[config.mk]
export PLATFORM = sky130hd
export DESIGN_NAME = hit_age_tracker
export DESIGN_NICKNAME = d
export VERILOG_FILES = /design/src/rtl/hit_age_pkg.sv /design/src/rtl/hit_age_rst_sync.sv /design/src/rtl/hit_age_pulser.sv /design/src/rtl/hit_age_timer.sv /design/src/rtl/hit_age_tracker.sv
export SDC_FILE = /design/constraint.sdc
export NUM_CORES = 1
export LEC_CHECK = 0
export ABC_AREA = 1
export BUFFER_PORTS_ARGS = -buffer_cell sky130_fd_sc_hd__buf_2
export CAP_MARGIN = 20
export CORE_MARGIN = 2
export CORE_UTILIZATION = 57
export DETAILED_ROUTE_END_ITERATION = 16
export PLACE_DENSITY = 0.84
export SYNTH_ARGS = -nofsm -noshare
export SYNTH_HDL_FRONTEND = slang
export SYNTH_SLANG_ARGS = --single-unit
[constraint.sdc]
create_clock -name clk -period 2.82 [get_ports clk]
set_clock_uncertainty 0.15 [all_clocks]
set_input_delay 0.564 -clock clk [delete_from_list [all_inputs] [get_ports clk]]
set_output_delay 0.564 -clock clk [all_outputs]
set_load 0.05 [all_outputs]
[src/rtl/hit_age_pkg.sv]
package hit_age_pkg;

  // Counter width able to hold values 0..n-1, at least one bit.
  function automatic int unsigned cnt_w(input int unsigned n);
    if (n <= 2) return 1;
    return $clog2(n);
  endfunction

  typedef struct packed {
    logic cur;
    logic valid;
  } age_flags_t;

endpackage

[src/rtl/hit_age_rst_sync.sv]
module hit_age_rst_sync (
  input  logic clk,
  input  logic rst_n,
  output logic rst_n_s
);
  logic meta_q;
  logic sync_q;

  always_ff @(posedge clk or negedge rst_n) begin
    if (!rst_n) begin
      meta_q <= 1'b0;
      sync_q <= 1'b0;
    end else begin
      meta_q <= 1'b1;
      sync_q <= meta_q;
    end
  end

  assign rst_n_s = sync_q;
endmodule

[src/rtl/hit_age_pulser.sv]
module hit_age_pulser #(
  parameter int unsigned RST_CYCLES = 3
) (
  input  logic clk,
  input  logic rst_n,
  input  logic start,
  output logic busy
);
  localparam int unsigned CW = hit_age_pkg::cnt_w(RST_CYCLES + 1);

  logic [CW-1:0] left_q;
  logic [CW-1:0] left_d;
  logic          left_en;

  always_comb begin
    left_en = 1'b0;
    left_d  = left_q;
    if (start) begin
      left_en = 1'b1;
      left_d  = CW'(RST_CYCLES);
    end else if (left_q != '0) begin
      left_en = 1'b1;
      left_d  = left_q - 1'b1;
    end
  end

  always_ff @(posedge clk or negedge rst_n) begin
    if (!rst_n)       left_q <= '0;
    else if (left_en) left_q <= left_d;
  end

  assign busy = (left_q != '0);

  AST_PULSE_LOADS: assert property (@(posedge clk) disable iff (!rst_n)
    start |=> busy);
  AST_PULSE_NO_REFILL: assert property (@(posedge clk) disable iff (!rst_n)
    busy && !start |=> (left_q < $past(left_q)));
endmodule

[src/rtl/hit_age_timer.sv]
module hit_age_timer #(
  parameter int unsigned LIMIT = 16
) (
  input  logic clk,
  input  logic rst_n,
  input  logic start,
  input  logic step,
  output logic active
);
  localparam int unsigned CW = hit_age_pkg::cnt_w(LIMIT);
  localparam logic [CW-1:0] LAST = CW'(LIMIT - 1);

  logic [CW-1:0] cnt_q, cnt_d;
  logic          act_q, act_d;
  logic          upd;

  always_comb begin
    upd   = 1'b0;
    cnt_d = cnt_q;
    act_d = act_q;
    if (start) begin
      upd   = 1'b1;
      cnt_d = '0;
      act_d = 1'b1;
    end else if (act_q && step) begin
      upd = 1'b1;
      if (cnt_q == LAST) begin
        act_d = 1'b0;
        cnt_d = '0;
      end else begin
        cnt_d = cnt_q + 1'b1;
      end
    end
  end

  always_ff @(posedge clk or negedge rst_n) begin
    if (!rst_n) begin
      cnt_q <= '0;
      act_q <= 1'b0;
    end else if (upd) begin
      cnt_q <= cnt_d;
      act_q <= act_d;
    end
  end

  assign active = act_q;

  AST_TIMER_STAYS_IDLE: assert property (@(posedge clk) disable iff (!rst_n)
    !act_q && !start |=> !act_q);
  AST_TIMER_HOLDS: assert property (@(posedge clk) disable iff (!rst_n)
    act_q && !step && !start |=> act_q && $stable(cnt_q));
endmodule

[src/rtl/hit_age_tracker.sv]
module hit_age_tracker #(
  parameter int unsigned RST_CYCLES  = 3,
  parameter int unsigned SHORT_LIMIT = 16,
  parameter int unsigned LONG_LIMIT  = 64
) (
  input  logic clk,
  input  logic rst_n,
  input  logic wr_en,
  input  logic bco_cmp,
  input  logic xing_tick,
  input  logic rd_req,
  output logic fifo_rst,
  output logic wr_stall,
  output logic fifo_we,
  output logic cur_flag,
  output logic valid_flag,
  output logic rd_grant
);
  import hit_age_pkg::*;

  logic       rst_n_s;
  logic       pulse_busy;
  logic       first_hit;
  age_flags_t flags;

  hit_age_rst_sync u_rsync (
    .clk     (clk),
    .rst_n   (rst_n),
    .rst_n_s (rst_n_s)
  );

  // A new crossing is recognised only while no reset pulse is running.
  always_comb begin
    first_hit = wr_en && !pulse_busy && (!flags.cur || bco_cmp);
  end

  hit_age_pulser #(.RST_CYCLES(RST_CYCLES)) u_pulse (
    .clk   (clk),
    .rst_n (rst_n_s),
    .start (first_hit),
    .busy  (pulse_busy)
  );

  hit_age_timer #(.LIMIT(SHORT_LIMIT)) u_short (
    .clk    (clk),
    .rst_n  (rst_n_s),
    .start  (first_hit),
    .step   (1'b1),
    .active (flags.cur)
  );

  hit_age_timer #(.LIMIT(LONG_LIMIT)) u_long (
    .clk    (clk),
    .rst_n  (rst_n_s),
    .start  (first_hit),
    .step   (xing_tick),
    .active (flags.valid)
  );

  always_comb begin
    fifo_rst   = pulse_busy;
    wr_stall   = pulse_busy || first_hit;
    fifo_we    = wr_en && !wr_stall;
    cur_flag   = flags.cur;
    valid_flag = flags.valid;
    rd_grant   = rd_req && flags.valid;
  end

  AST_FIRST_RAISES_FLAGS: assert property (@(posedge clk) disable iff (!rst_n_s)
    first_hit |=> cur_flag && valid_flag);
  AST_NO_WRITE_IN_PULSE: assert property (@(posedge clk) disable iff (!rst_n_s)
    fifo_rst |-> !fifo_we && wr_stall);
  AST_PULSE_NEEDS_WRITE: assert property (@(posedge clk) disable iff (!rst_n_s)
    $rose(fifo_rst) |-> $past(wr_en));
  AST_NO_STALE_GRANT: assert property (@(posedge clk) disable iff (!rst_n_s)
    rd_grant |-> valid_flag && rd_req);
  AST_PASS_KEEPS_FLAGS: assert property (@(posedge clk) disable iff (!rst_n_s)
    fifo_we |=> !fifo_rst);
endmodule

After elaboration in Yosys (flattened, before gate mapping)
Index checks and enable logic that the tools add are counted.
{"block": "classes", "eq_ne": 2, "reduce_logical": 19, "n_mux": 20, "n_addsub": 3}
{"cell": "6-bit two-way mux", "n": 3}
{"cell": "1-bit two-way mux", "n": 12}
{"cell": "4-bit two-way mux", "n": 3}
{"cell": "2-bit nonzero test", "n": 5}
{"cell": "6-bit by 1-bit adder with 6-bit output (second input constant)", "n": 1}
{"cell": "6-bit == test (second input constant)", "n": 1}
{"cell": "2-bit AND reduction", "n": 3}
{"cell": "1-bit logical AND", "n": 5}
{"cell": "4-bit by 1-bit adder with 4-bit output (second input constant)", "n": 1}
{"cell": "4-bit == test (second input constant)", "n": 1}
{"cell": "2-bit two-way mux", "n": 2}
{"cell": "1-bit zero test", "n": 3}
{"cell": "3-bit AND reduction", "n": 1}
{"cell": "1-bit logical OR", "n": 2}
{"cell": "2-bit by 1-bit subtractor with 2-bit output (second input constant)", "n": 1}
{"block": "totals", "elab_cells": 51, "reg_bits": 16, "inputBits": 6}

Logic depth before layout (Yosys ltp)
Gate-level depths: netlist of the first run.
{"block": "depth", "word_depth": 7, "mapped_depth": 10, "mapped_depth_nobuf": 9}

Modules after synthesis
A second synthesis of the first run with hierarchy kept.
{"block": "unflattened", "cells_unflattened": 112, "hier_area_um2": 852.1}
{"module": "hit_age_timer (u_long)", "instances": 1, "seq_area_each_um2": 175.2, "cells_per_inst": 52, "area_per_inst_um2": 387.9}
{"module": "hit_age_timer (u_short)", "instances": 1, "seq_area_each_um2": 125.1, "cells_per_inst": 30, "area_per_inst_um2": 252.7}
{"module": "hit_age_pulser", "instances": 1, "seq_area_each_um2": 50.0, "cells_per_inst": 14, "area_per_inst_um2": 106.4}
{"module": "hit_age_rst_sync", "instances": 1, "seq_area_each_um2": 50.0, "cells_per_inst": 3, "area_per_inst_um2": 53.8}
{"module": "hit_age_tracker", "instances": 1, "seq_area_each_um2": 0.0, "cells_per_inst": 13, "area_per_inst_um2": 51.3}

Worst setup path after synthesis of the first run
No wires, ideal clock.
{"block": "synth_timing", "path_kind": "reg2out", "start": "register u_short.act_q (netlist: u_short.active)", "end": "output port fifo_we", "t_required_ps": 2106, "path_stages_with_launch": 3, "arrival_ps": 1482, "path_slack_ps": 624, "path_cell_list": "dfrtp_1 nand2_2 nor2_1"}
{"block": "synth_between", "elab_chain_len": 6}
{"item": "start, declared", "line_no": "hit_age_timer.sv:14", "source": "logic act_q, act_d;"}
{"item": "start signal, assigned", "line_no": "hit_age_timer.sv:42", "source": "act_q <= act_d;"}
{"item": "1-bit zero test", "line_no": "hit_age_tracker.sv:34", "source": "first_hit = wr_en && !pulse_busy && (!flags.cur || bco_cmp);"}
{"item": "1-bit logical OR", "line_no": "hit_age_tracker.sv:34"}
{"item": "1-bit logical AND", "line_no": "hit_age_tracker.sv:34"}
{"item": "1-bit logical OR", "line_no": "hit_age_tracker.sv:62", "source": "wr_stall = pulse_busy || first_hit;"}
{"item": "1-bit zero test", "line_no": "hit_age_tracker.sv:63", "source": "fifo_we = wr_en && !wr_stall;"}
{"item": "1-bit logical AND", "line_no": "hit_age_tracker.sv:63"}
{"item": "end, declared", "line_no": "hit_age_tracker.sv:14", "source": "output logic fifo_we,"}
No other way between the ends.

Worst setup path after layout of the first run
{"block": "layout_timing", "start": "register u_pulse.left_q[0]", "end": "output port wr_stall"}
{"block": "layout_between", "elab_chain_len": 5}
{"item": "start, declared", "line_no": "hit_age_pulser.sv:11", "source": "logic [CW-1:0] left_q;"}
{"item": "start signal, assigned", "line_no": "hit_age_pulser.sv:29", "source": "else if (left_en) left_q <= left_d;"}
{"item": "2-bit nonzero test (*)", "line_no": "hit_age_pulser.sv:32", "source": "assign busy = (left_q != '0);"}
{"item": "1-bit zero test", "line_no": "hit_age_tracker.sv:34"}
{"item": "1-bit logical AND (2 in series)", "line_no": "hit_age_tracker.sv:34"}
{"item": "1-bit logical OR (*)", "line_no": "hit_age_tracker.sv:62"}
{"item": "end, declared", "line_no": "hit_age_tracker.sv:13", "source": "output logic wr_stall,"}
Every way passes the cells marked *; elsewhere a longest branch is shown, timed or not.

==> impl_results.md, run 1 <==
* Sw Pwr at 481 uW
* Logic pwr share at 45.3%
* Via-to-Cell Ratio at 5.16
* GRT met1 Usage at 22.9%
* GR peak layer: met2
* Setup Crit Path Kind: flip-flop to output port
* 1st-iter DRT viols at 17
* Tot GR Track Use at 18.9%
* Wire per inst at 11.1 um
* Final ANT Viol Nets at 0
* Final setup fails at 0
* Ant. Diodes at 0
* Switching Fraction at 46.1%
* Fillers at 100
* Fin area at 913 um^2
* Data required time of the worst path at 2.11 ns
* Min Hold Slack at 0.0790 ns
* Ys Warns at 0
* Clk pwr share at 14.5%
* P&R area growth vs syn at 13.5%
* Flop pwr share at 40.2%
* Maxcap violations at 0
* IO Pins at 12
* Setup slack after placement at 0.746 ns
* Multi-input gate area at 329 um^2
* Largest net degree at the start of global routing at 15
* Slew at the pin closest to its max-slew limit at 0.557 ns
* Buffers on Ports at 11
* Global Route met3 Usage at 3.91%
* CTS Buffer Depth at 2
* CP Max Fanout at 11
* Fin cells at 130
* Core Util, Final at 69.3%
* Clock buffer count from CTS at 3
* CTS HTree Levels at 1
* Die height at 41.6 um
* RSZ-0062 raised after global routing: false
* Layout Nets at 125
* Width of the die at 41.6 um
* Detailed Place HPWL at 1150 um
* Pint at 562 uW
* WP data arrival at 1.69 ns
* Flip-flop and latch area at 400 um^2
* Crit-path leading delay family: buffers and inverters
* Syn Area/Cell at 8.05 um^2
* CP max-delay cell: dfrtp_1
* WL final at 1440 um
* Grt met2 use at 31.6%
* Post-synthesis register bit count at 16
* CTS clk-pin slew, worst paths at 0.09 ns
* Mapped Cells at 100
* Die area at 1730 um^2
* CP startpoint kind: flip-flop
* Root Driver: clkbuf_4
* Worst path bufs/invs at 3
* Final worst setup slack at 0.419 ns
* Final TNS setup at 0 ns
* Final total power at 1.04 mW
* First-pass GRT wire length at 2480 um
* Hold Crit Class: flip-flop to async pin
* Sink Count at 16
* DRC Markers at 0
* DP Area at 867 um^2
* Peak supply drop at 0.754 mV
* Fmax achieved at 0.416 GHz
* Number of global-route vias before repair at 613
* Commonest non-fill, non-tap cell in the layout: nand2_1
* Crit-path max cell delay at 0.37 ns
* Status: finished, final reports clean
* Antenna violations before repair at 0
* Via count at 671
* Pins Over Slew Limit at 0
* Seq/Total Area, Yosys at 49.8%
* Routability cong. at 0.819
* Overflow after GRT at 0
* Crit share post-route at 85.2%
* Highest-count cells in the layout ignoring fill and taps: 23 x nand2_1, 17 x inv_1, 16 x dfrtp_1, 11 x buf_2, 8 x nand3_1
* Pre-antenna DRT Iters at 4
* Rel. slew slack at 62.8%
* Row Count at 13
* Final hold vios at 0
* CP endpoint kind: output port
* Cell Area, Synth at 805 um^2
* CP Cell Sequence: inv_1 -> ha_1 -> nand2_1 -> inv_1 -> nand2_2 -> nand2_2 -> buf_2
* Core area at 1320 um^2
* Synth unique cells at 17
* Layout cells sized above 1 at 18.3%
* Minimum clock period at 2.40 ns
* CTS tree: built
* Worst-Skew Late Latency at 0.29 ns
* Dpl cells at 125
* Pwr dens at 1140 nW/um^2
* Leak Pwr at 0.522 nW
* Postcts setup bufs at 0
* Syn nets at 109
* Initial Utilization at 61.1%
## worst register-to-register path, delay by kind of cell, from the launching register on
family | cells | cell delay (ns)
simple gates | 6 | 0.69
fa+ha+maj | 1 | 0.22
buf+inv | 2 | 0.18
flops | 1 | 0.37
## cell usage after synthesis, drive strengths merged
library cell / n / share of area [%]
o21ai: 8 / 5.0
nand2: 28 / 15
conb: 1 / 0.47
nor2: 7 / 3.3
dfrtp: 16 / 50
and3: 1 / 0.78
nor3: 1 / 0.62
inv: 17 / 7.9
ha: 3 / 4.7
xor2: 1 / 1.1
nand3: 8 / 5.0
buf: 1 / 1.4
o21bai: 1 / 0.93
a21oi: 6 / 3.7
or2: 1 / 0.78
## cell type report
class | instances | area share (%)
inverters | 17 | 6.99
repair buffers | 12 | 7.12
flip-flops and latches | 16 | 43.8
well taps | 15 | 2.05
multi-input cells | 66 | 36.0
clock buffers | 4 | 3.97
## cell families after synthesis
| group | count (synthesis) | synth area share, % |
|---|---|---|
| and+or+nand+nor | 46 | 25.0 |
| DFF | 16 | 49.8 |
| adders and majority gates | 3 | 4.67 |
| other | 1 | 0.466 |
| AOI/OAI and AO/OA | 15 | 9.64 |
| xor gates and xnor gates | 1 | 1.09 |
| buffers and inverters | 18 | 9.33 |
## repair_timing
| item | CTS | global route |
|---|---|---|
| setup endpoints to repair | 0 | 0 |
| gates resized for setup | 0 | 0 |
| hold buffers | 1 | 0 |
| endpoints found under the hold margin | 2 | 0 |
## worst paths after layout
path	start	end	slack, ns	cells after the start
setup / recovery	u_pulse.left_q[0]	wr_stall	0.42	7
hold / removal	u_rsync.rst_n_s	u_pulse.left_q[0]	0.08	0
setup reg to reg	u_pulse.left_q[0]	u_long.active	1.10	9
hold reg to reg	u_rsync.rst_n_s	u_pulse.left_q[0]	0.08	0
max in group asynchronous	rst_n	u_rsync.meta_q	1.99	2
min in group clk	u_rsync.meta_q	u_rsync.rst_n_s	0.23	0
## metal layers
| layer | wire (um) | share of wire, % | vias up |
|---|---|---|---|
| li1 | - | - | 339 |
| met2 | 712 | 49 | 17 |
| met5 | 0 | 0 | - |
| met3 | 52 | 3.6 | 4 |
| met4 | 26 | 1.8 | 0 |
| met1 | 651 | 45 | 311 |
## power by group through the flow
stage | logic (mW) | registers (mW) | clock network [mW]
6_report | 0.473 | 0.419 | 0.151
5_1_grt | 0.519 | 0.434 | 0.167
4_1_cts | 0.476 | 0.417 | 0.157
3_5_place_dp | 0.475 | 0.422 | 0
3_3_place_gp | 0.455 | 0.417 | 0
2_1_floorplan | 0.346 | 0.441 | 0
## flip-flops by register name, summed over array words and instances, names as in the netlist
signal / count
u_long.active: 1
u_short.active: 1
u_pulse.left_q: 2
u_rsync.meta_q: 1
u_short.cnt_q: 4
u_long.cnt_q: 6
u_rsync.rst_n_s: 1
Power figures use the tool's default switching activity.
==> run 2, diff against run 1 <==
--- a/config.mk
+++ b/config.mk
@@ -5,13 +5,14 @@
 export SDC_FILE = /design/constraint.sdc
 export NUM_CORES = 1
 export LEC_CHECK = 0
-export ABC_AREA = 1
+export ABC_AREA = 0
 export BUFFER_PORTS_ARGS = -buffer_cell sky130_fd_sc_hd__buf_2
 export CAP_MARGIN = 20
 export CORE_MARGIN = 2
 export CORE_UTILIZATION = 57
 export DETAILED_ROUTE_END_ITERATION = 16
 export PLACE_DENSITY = 0.84
+export SLEW_MARGIN = 0
 export SYNTH_ARGS = -nofsm -noshare
 export SYNTH_HDL_FRONTEND = slang
 export SYNTH_SLANG_ARGS = --single-unit
==> impl_results.md, run 2 <==
* Status: finished, final reports clean
* Initial Utilization at 60.3% (-0.78 points)
* Fillers at 112 (+12%)
* Fmax achieved at 0.442 GHz (+6.1%)
* Cell Area, Synth at 785 um^2 (-2.5%)
* Sw Pwr at 398 uW (-17%)
* Multi-input gate area at 357 um^2 (+8.4%)
* Synth unique cells at 25 (+8)
* 1st-iter DRT viols at 4 (-13)
* WP data arrival at 1.55 ns (-0.14 ns)
* Hold Crit Class: flip-flop to async pin
* Rel. slew slack at 52.8% (-10 points)
* CP startpoint kind: flip-flop
* Crit path launch: u_pulse.left_q[0]
* Overflow after GRT at 0 (unchanged)
* Setup slack after placement at 0.767 ns (+0.0207 ns)
* Layout Nets at 107 (-14%)
* Dpl cells at 107 (-14%)
* Clock buffer count from CTS at 3 (unchanged)
* Flop pwr share at 43.8% (+3.6 points)
* FFs w/ async S/R, synth at 100% (unchanged)
* Crit-path leading delay family: buffers and inverters
* Top cells by count, synth: 16 x dfrtp_1, 15 x nand2_1, 8 x nand3_1
* Via count at 618 (-7.9%)
* Data required time of the worst path at 2.11 ns (about the same)
* Peak supply drop at 0.666 mV (-12%)
* Fin cells at 112 (-14%)
* CP Cell Sequence: inv_1 -> ha_1 -> inv_1 -> a21oi_1 -> inv_1 -> buf_2
* Final TNS setup at 0 ns (unchanged)
* Sink Count at 16 (unchanged)
* Routability cong. at 0.751 (-8.3%)
* Syn Area/Cell at 9.57 um^2 (+19%)
* Cell taking the most area after synthesis: dfrtp_1
* Final ANT Viol Nets at 0 (unchanged)
* Mapped Cells at 82 (-18%)
* Reg2reg start: u_pulse.left_q[0]
* Buffers on Ports at 11 (unchanged)
* Final hold vios at 0 (unchanged)
* Pwr dens at 1030 nW/um^2 (-10%)
* Syn nets at 91 (-17%)
* First-pass GRT wire length at 2300 um (-7.3%)
* Most used cell, CP: inv_1
* Primary FF master, synth: dfrtp_1
* Antenna violations before repair at 0 (unchanged)
* Slew at the pin closest to its max-slew limit at 0.706 ns (+0.149 ns)
* Worst path bufs/invs at 4 (+1)
* Width of the die at 41.1 um (-1.1%)
* Pint at 525 uW (-6.7%)
* DRC Markers at 0 (unchanged)
* Final setup fails at 0 (unchanged)
* Setup Crit Path Kind: flip-flop to output port
* Number of global-route vias before repair at 573 (-6.5%)
* Detailed Place HPWL at 1080 um (-6.5%)
* Highest-count cells in the layout ignoring fill and taps: 16 x dfrtp_1, 15 x nand2_1, 11 x buf_2, 8 x nand3_1
* Largest register FFs at 6 (unchanged)
* Most common cell in the synthesized netlist: dfrtp_1
* Die height at 41.1 um (-1.1%)
* CTS tree: built
* CP Max Fanout at 6 (-5)
* Pre-antenna DRT Iters at 4 (unchanged)
* RSZ-0062 raised after global routing: false
* WL final at 1420 um (-1.5%)
* Wire per inst at 12.7 um (+14%)
* Final worst setup slack at 0.557 ns (+0.139 ns)
* Synth area leaders: dfrtp_1 51%, nand2_1 7.2%, nand3_1 5.1%, ha_1 4.8%, xor2_1 4.5%
* Layout cells sized above 1 at 21.6% (+3.4 points)
* Biggest regs: u_long.cnt_q (6), u_short.cnt_q (4), u_pulse.left_q (2)
* Logic pwr share at 39.5% (-5.8 points)
* Die area at 1690 um^2 (-2.2%)
* Switching Fraction at 43.2% (-2.9 points)
* CP max-delay cell: dfrtp_1
* Tot GR Track Use at 21.7% (+2.8 points)
* Largest net degree at the start of global routing at 15 (unchanged)
* Crit share post-route at 80.2% (-4.9 points)
* CP endpoint kind: output port
* Root Driver: clkbuf_4
* Clk pwr share at 16.8% (+2.3 points)
* Core area at 1300 um^2 (-1.2%)
* CTS HTree Levels at 1 (unchanged)
* Worst-Skew Late Latency at 0.29 ns (about the same)
* Post-synth EDFFs at 0 (unchanged)
* IO Pins at 12 (unchanged)
* Crit-path max cell delay at 0.40 ns (+0.03 ns)
* Ant. Diodes at 0 (unchanged)
* CTS clk-pin slew, worst paths at 0.10 ns (about the same)
* Maxcap violations at 0 (unchanged)
* CTS Buffer Depth at 2 (unchanged)
* Pins Over Slew Limit at 0 (unchanged)
* Min Hold Slack at 0.0731 ns (-0.00592 ns)
* Minimum clock period at 2.26 ns (-0.139 ns)
* Post-synthesis register bit count at 16 (unchanged)
* Row Count at 13 (unchanged)
* Ys Warns at 0 (unchanged)
* Via-to-Cell Ratio at 5.52 (+6.9%)
* Flip-flop and latch area at 400 um^2 (unchanged)
* Share of the synthesized area in the top cell type at 51.0% (+1.3 points)
* Biggest register: u_long.cnt_q
* P&R area growth vs syn at 14.7%
* Seq/Total Area, Yosys at 51.0% (+1.3 points)
* Commonest non-fill, non-tap cell in the layout: dfrtp_1
* Leak Pwr at 0.411 nW (-21%)
-- run 2: power groups by stage --
stage / Clock, mW / Sequential, mW / Combinational (mW)
2_1_floorplan: 0 / 0.406 / 0.278
3_3_place_gp: 0 / 0.400 / 0.352
3_5_place_dp: 0 / 0.407 / 0.367
4_1_cts: 0.152 / 0.402 / 0.370
5_1_grt: 0.160 / 0.416 / 0.416
6_report: 0.155 / 0.404 / 0.364
-- run 2: area by class of cell --
cell class / count / area share, %
clock buffers: 4 / 4.03
inverters: 6 / 2.50
multi-input cells: 59 / 39.6
flip-flops and latches: 16 / 44.5
well taps: 15 / 2.09
repair buffers: 12 / 7.23
-- run 2: kinds of logic (layout without fill, tap and decap cells) --
logic type	Yosys count	after routing	synth area share (%)
muxes	1	1	1.28
buffers and inverters	7	22	3.51
and+or+nand+nor	34	34	21.5
xor gates and xnor gates	4	4	4.47
DFF	16	16	51.0
adders and majority gates	3	3	4.79
AOI/OAI and AO/OA	16	16	12.9
other	1	1	0.478
-- run 2: per-layer routing --
layer | global-route usage (%) | up-vias | routed length (um)
met5 | 0 | - | 0
met4 | 12.1 | 0 | 41
met3 | 4.89 | 7 | 72
met2 | 35.9 | 22 | 662
met1 | 25.6 | 278 | 646
li1 | - | 311 | -
-- run 2: final timing paths --
path / end / slack (ns) / cells after the start
min in group clk: u_rsync.rst_n_s / 0.22 / 0
max in group asynchronous: u_rsync.meta_q / 2.02 / 2
min reg2reg: u_long.cnt_q[0] / 0.07 / 0
max: wr_stall / 0.56 / 6
max reg2reg: u_short.cnt_q[3] / 0.96 / 5
min: u_long.cnt_q[0] / 0.07 / 0
-- run 2: what timing repair did --
action / in CTS / in global routing
resized for setup: 0 / 0
hold buffers: 1 / 0
buffers inserted: 0 / 0
hold endpoints to repair: 2 / 0
-- run 2: metrics by stage --
step                utilization [%]  instance area (um^2)  total power [mW]
floorplan                         -                   785             0.684
global placement               65.6                   853             0.752
detailed placement             65.6                   853             0.775
CTS                            69.1                   900             0.924
global route                   69.1                   900             0.993
finish                         69.1                   900             0.923
==> run 3, diff against run 2 <==
--- a/config.mk
+++ b/config.mk
@@ -5,13 +5,13 @@
 export SDC_FILE = /design/constraint.sdc
 export NUM_CORES = 1
 export LEC_CHECK = 0
-export ABC_AREA = 0
+export ABC_AREA = 1
 export BUFFER_PORTS_ARGS = -buffer_cell sky130_fd_sc_hd__buf_2
 export CAP_MARGIN = 20
 export CORE_MARGIN = 2
-export CORE_UTILIZATION = 57
+export CORE_UTILIZATION = 48
 export DETAILED_ROUTE_END_ITERATION = 16
-export PLACE_DENSITY = 0.84
+export PLACE_DENSITY = 0.76
 export SLEW_MARGIN = 0
 export SYNTH_ARGS = -nofsm -noshare
 export SYNTH_HDL_FRONTEND = slang
==> constraint.sdc (replaced) <==
create_clock -name clk -period 1.9 [get_ports clk]
set_clock_uncertainty 0.15 [all_clocks]
set_input_delay 0.38 -clock clk [delete_from_list [all_inputs] [get_ports clk]]
set_output_delay 0.38 -clock clk [all_outputs]
set_load 0.05 [all_outputs]
==> impl_results.md, run 3 (same netlist as run 1, synthesis figures left out) <==
* Status: finished, final reports clean
* Met3 WL post-DR at 38 um (-47%)
* Sink Count at 16 (unchanged)
* Crit path launch: u_pulse.left_q[1]
* P&R area growth vs syn at 19.9%
* Final setup fails at 0 (unchanged)
* CTS tree: built
* Hold Crit Class: flip-flop to async pin
* Largest register FFs at 6 (unchanged)
* Min Hold Slack at 0.0707 ns (-0.00235 ns)
* CTS clk-pin slew, worst paths at 0.09 ns (about the same)
* Clock buffer count from CTS at 3 (unchanged)
* M1 WL at 652 um (+0.93%)
* Met2 wire length at 638 um (-3.6%)
* Largest net degree at the start of global routing at 15 (unchanged)
* Initial Utilization at 52.2% (-8.1 points)
* WP data arrival at 1.32 ns (-0.23 ns)
* Peak supply drop at 1.27 mV (+91%)
* Layout cells sized above 1 at 24.8% (+3.1 points)
* Final total power at 1.63 mW (+77%)
* Ant. Diodes at 0 (unchanged)
* Pre-antenna DRT Iters at 4 (unchanged)
* Biggest regs: u_long.cnt_q (6), u_short.cnt_q (4), u_pulse.left_q (2)
* Slew at the pin closest to its max-slew limit at 0.539 ns (-0.167 ns)
* Tot GR Track Use at 17.4% (-4.2 points)
* Fmax achieved at 0.541 GHz
* Commonest non-fill, non-tap cell in the layout: nand2_1
* WL final at 1370 um (-3.8%)
* Setup Crit Path Kind: flip-flop to output port
* Layout Nets at 127 (+19%)
* Core Util, Final at 62.6% (-6.6 points)
* Uppermost layer routed: met4
* Reg2reg start: u_pulse.left_q[1]
* Rel. slew slack at 64.0% (+11 points)
* CTS Buffer Depth at 2 (unchanged)
* CP endpoint kind: output port
* Data required time of the worst path at 1.37 ns (-0.74 ns)
* First-pass GRT wire length at 2460 um (+7.2%)
* Worst-Skew Late Latency at 0.29 ns (about the same)
* Row Count at 14 (+1)
* Biggest register: u_long.cnt_q
* Core area at 1540 um^2 (+18%)
* DRC Markers at 0 (unchanged)
* Wire per inst at 10.3 um (-19%)
* CTS HTree Levels at 1 (unchanged)
* Routability cong. at 0.838 (+12%)
* Final ANT Viol Nets at 0 (unchanged)
* Antenna violations before repair at 0 (unchanged)
* Number of global-route vias before repair at 608 (+6.1%)
* Width of the die at 44.9 um (+9.3%)
* Die height at 44.9 um (+9.3%)
* CP Max Fanout at 2 (-4)
* Highest-count cells in the layout ignoring fill and taps: 22 x nand2_1, 16 x dfrtp_1, 14 x inv_1, 9 x buf_2, 8 x nand3_1
* Final hold vios at 0 (unchanged)
* Die area at 2020 um^2 (+20%)
* 1st-iter DRT viols at 11 (+7)
* Reg2Reg Setup Slack at 0.29 ns (-0.67 ns)
* Detailed Place HPWL at 1000 um (-7.2%)
* Leak Pwr at 0.535 nW (+30%)
* Overflow after GRT at 0 (unchanged)
* Pins Over Slew Limit at 0 (unchanged)
* CP startpoint kind: flip-flop
* Via count at 654 (+5.8%)
* Maxcap violations at 0 (unchanged)
* IO Pins at 12 (unchanged)
* Final TNS setup at 0 ns (unchanged)
* Crit share post-route at 97.3%
* Pwr dens at 1690 nW/um^2 (+65%)
* Root Driver: clkbuf_4
* Buffers on Ports at 11 (unchanged)
* Minimum clock period at 1.85 ns
* Via-to-Cell Ratio at 4.92 (-11%)
-- run 3: layout make-up --
type / count / area (um^2)
multi-input cells: 66 / 352
fillers: 129 / 577
well taps: 16 / 20.0
inverters: 17 / 63.8
flip-flops and latches: 16 / 400
repair buffers: 14 / 92.6
clock buffers: 4 / 36.3
-- run 3: worst paths after layout --
kind                            cells after the start               end
worst max register to register                     10   u_long.cnt_q[0]
worst min register to register                      0   u_long.cnt_q[1]
max in group asynchronous                           0  u_short.cnt_q[1]
worst min-delay path                                0   u_long.cnt_q[1]
worst max-delay path                                5           fifo_we
min in group clk                                    0   u_rsync.rst_n_s
-- run 3: per-layer routing --
layer	vias to the layer above	GRT usage [%]
met2	10	28.0
met4	0	10.6
met5	-	0
li1	347	-
met3	4	2.40
met1	293	22.3
-- run 3: where the power goes --
group | total (mW) | leakage (nW) | switching, mW | internal (mW)
registers | 0.615 | 0.191 | 0.130 | 0.485
clock network | 0.225 | 0.0210 | 0.109 | 0.117
logic | 0.793 | 0.323 | 0.494 | 0.299
total | 1.63 | 0.535 | 0.733 | 0.900
-- run 3: per-stage QoR --
stage	cell area, um^2	worst slack [ns]	cells
2_1_floorplan	807	0.104	100
3_3_place_gp	878	0.208	127
3_5_place_dp	878	0.162	127
4_1_cts	950	0.00933	133
5_1_grt	965	-0.0282	133
6_report	965	0.0518	133
-- run 3: critical path, cell delays in order (launching register included) --
cell and delay (ns):
dfrtp_1 0.39, inv_2 0.07, ha_4 0.14, nand2_2 0.07, nor2_2 0.09, buf_2 0.26
-- run 3: timing repair --
| action | 4_1_cts | 5_1_grt |
|---|---|---|
| hold endpoints to repair | 2 | 0 |
| gates resized for setup | 6 | 5 |
| pin swaps | 1 | 0 |
| setup buffers | 1 | 0 |
| setup endpoints to repair | 2 | 3 |
| hold buffers | 1 | 0 |
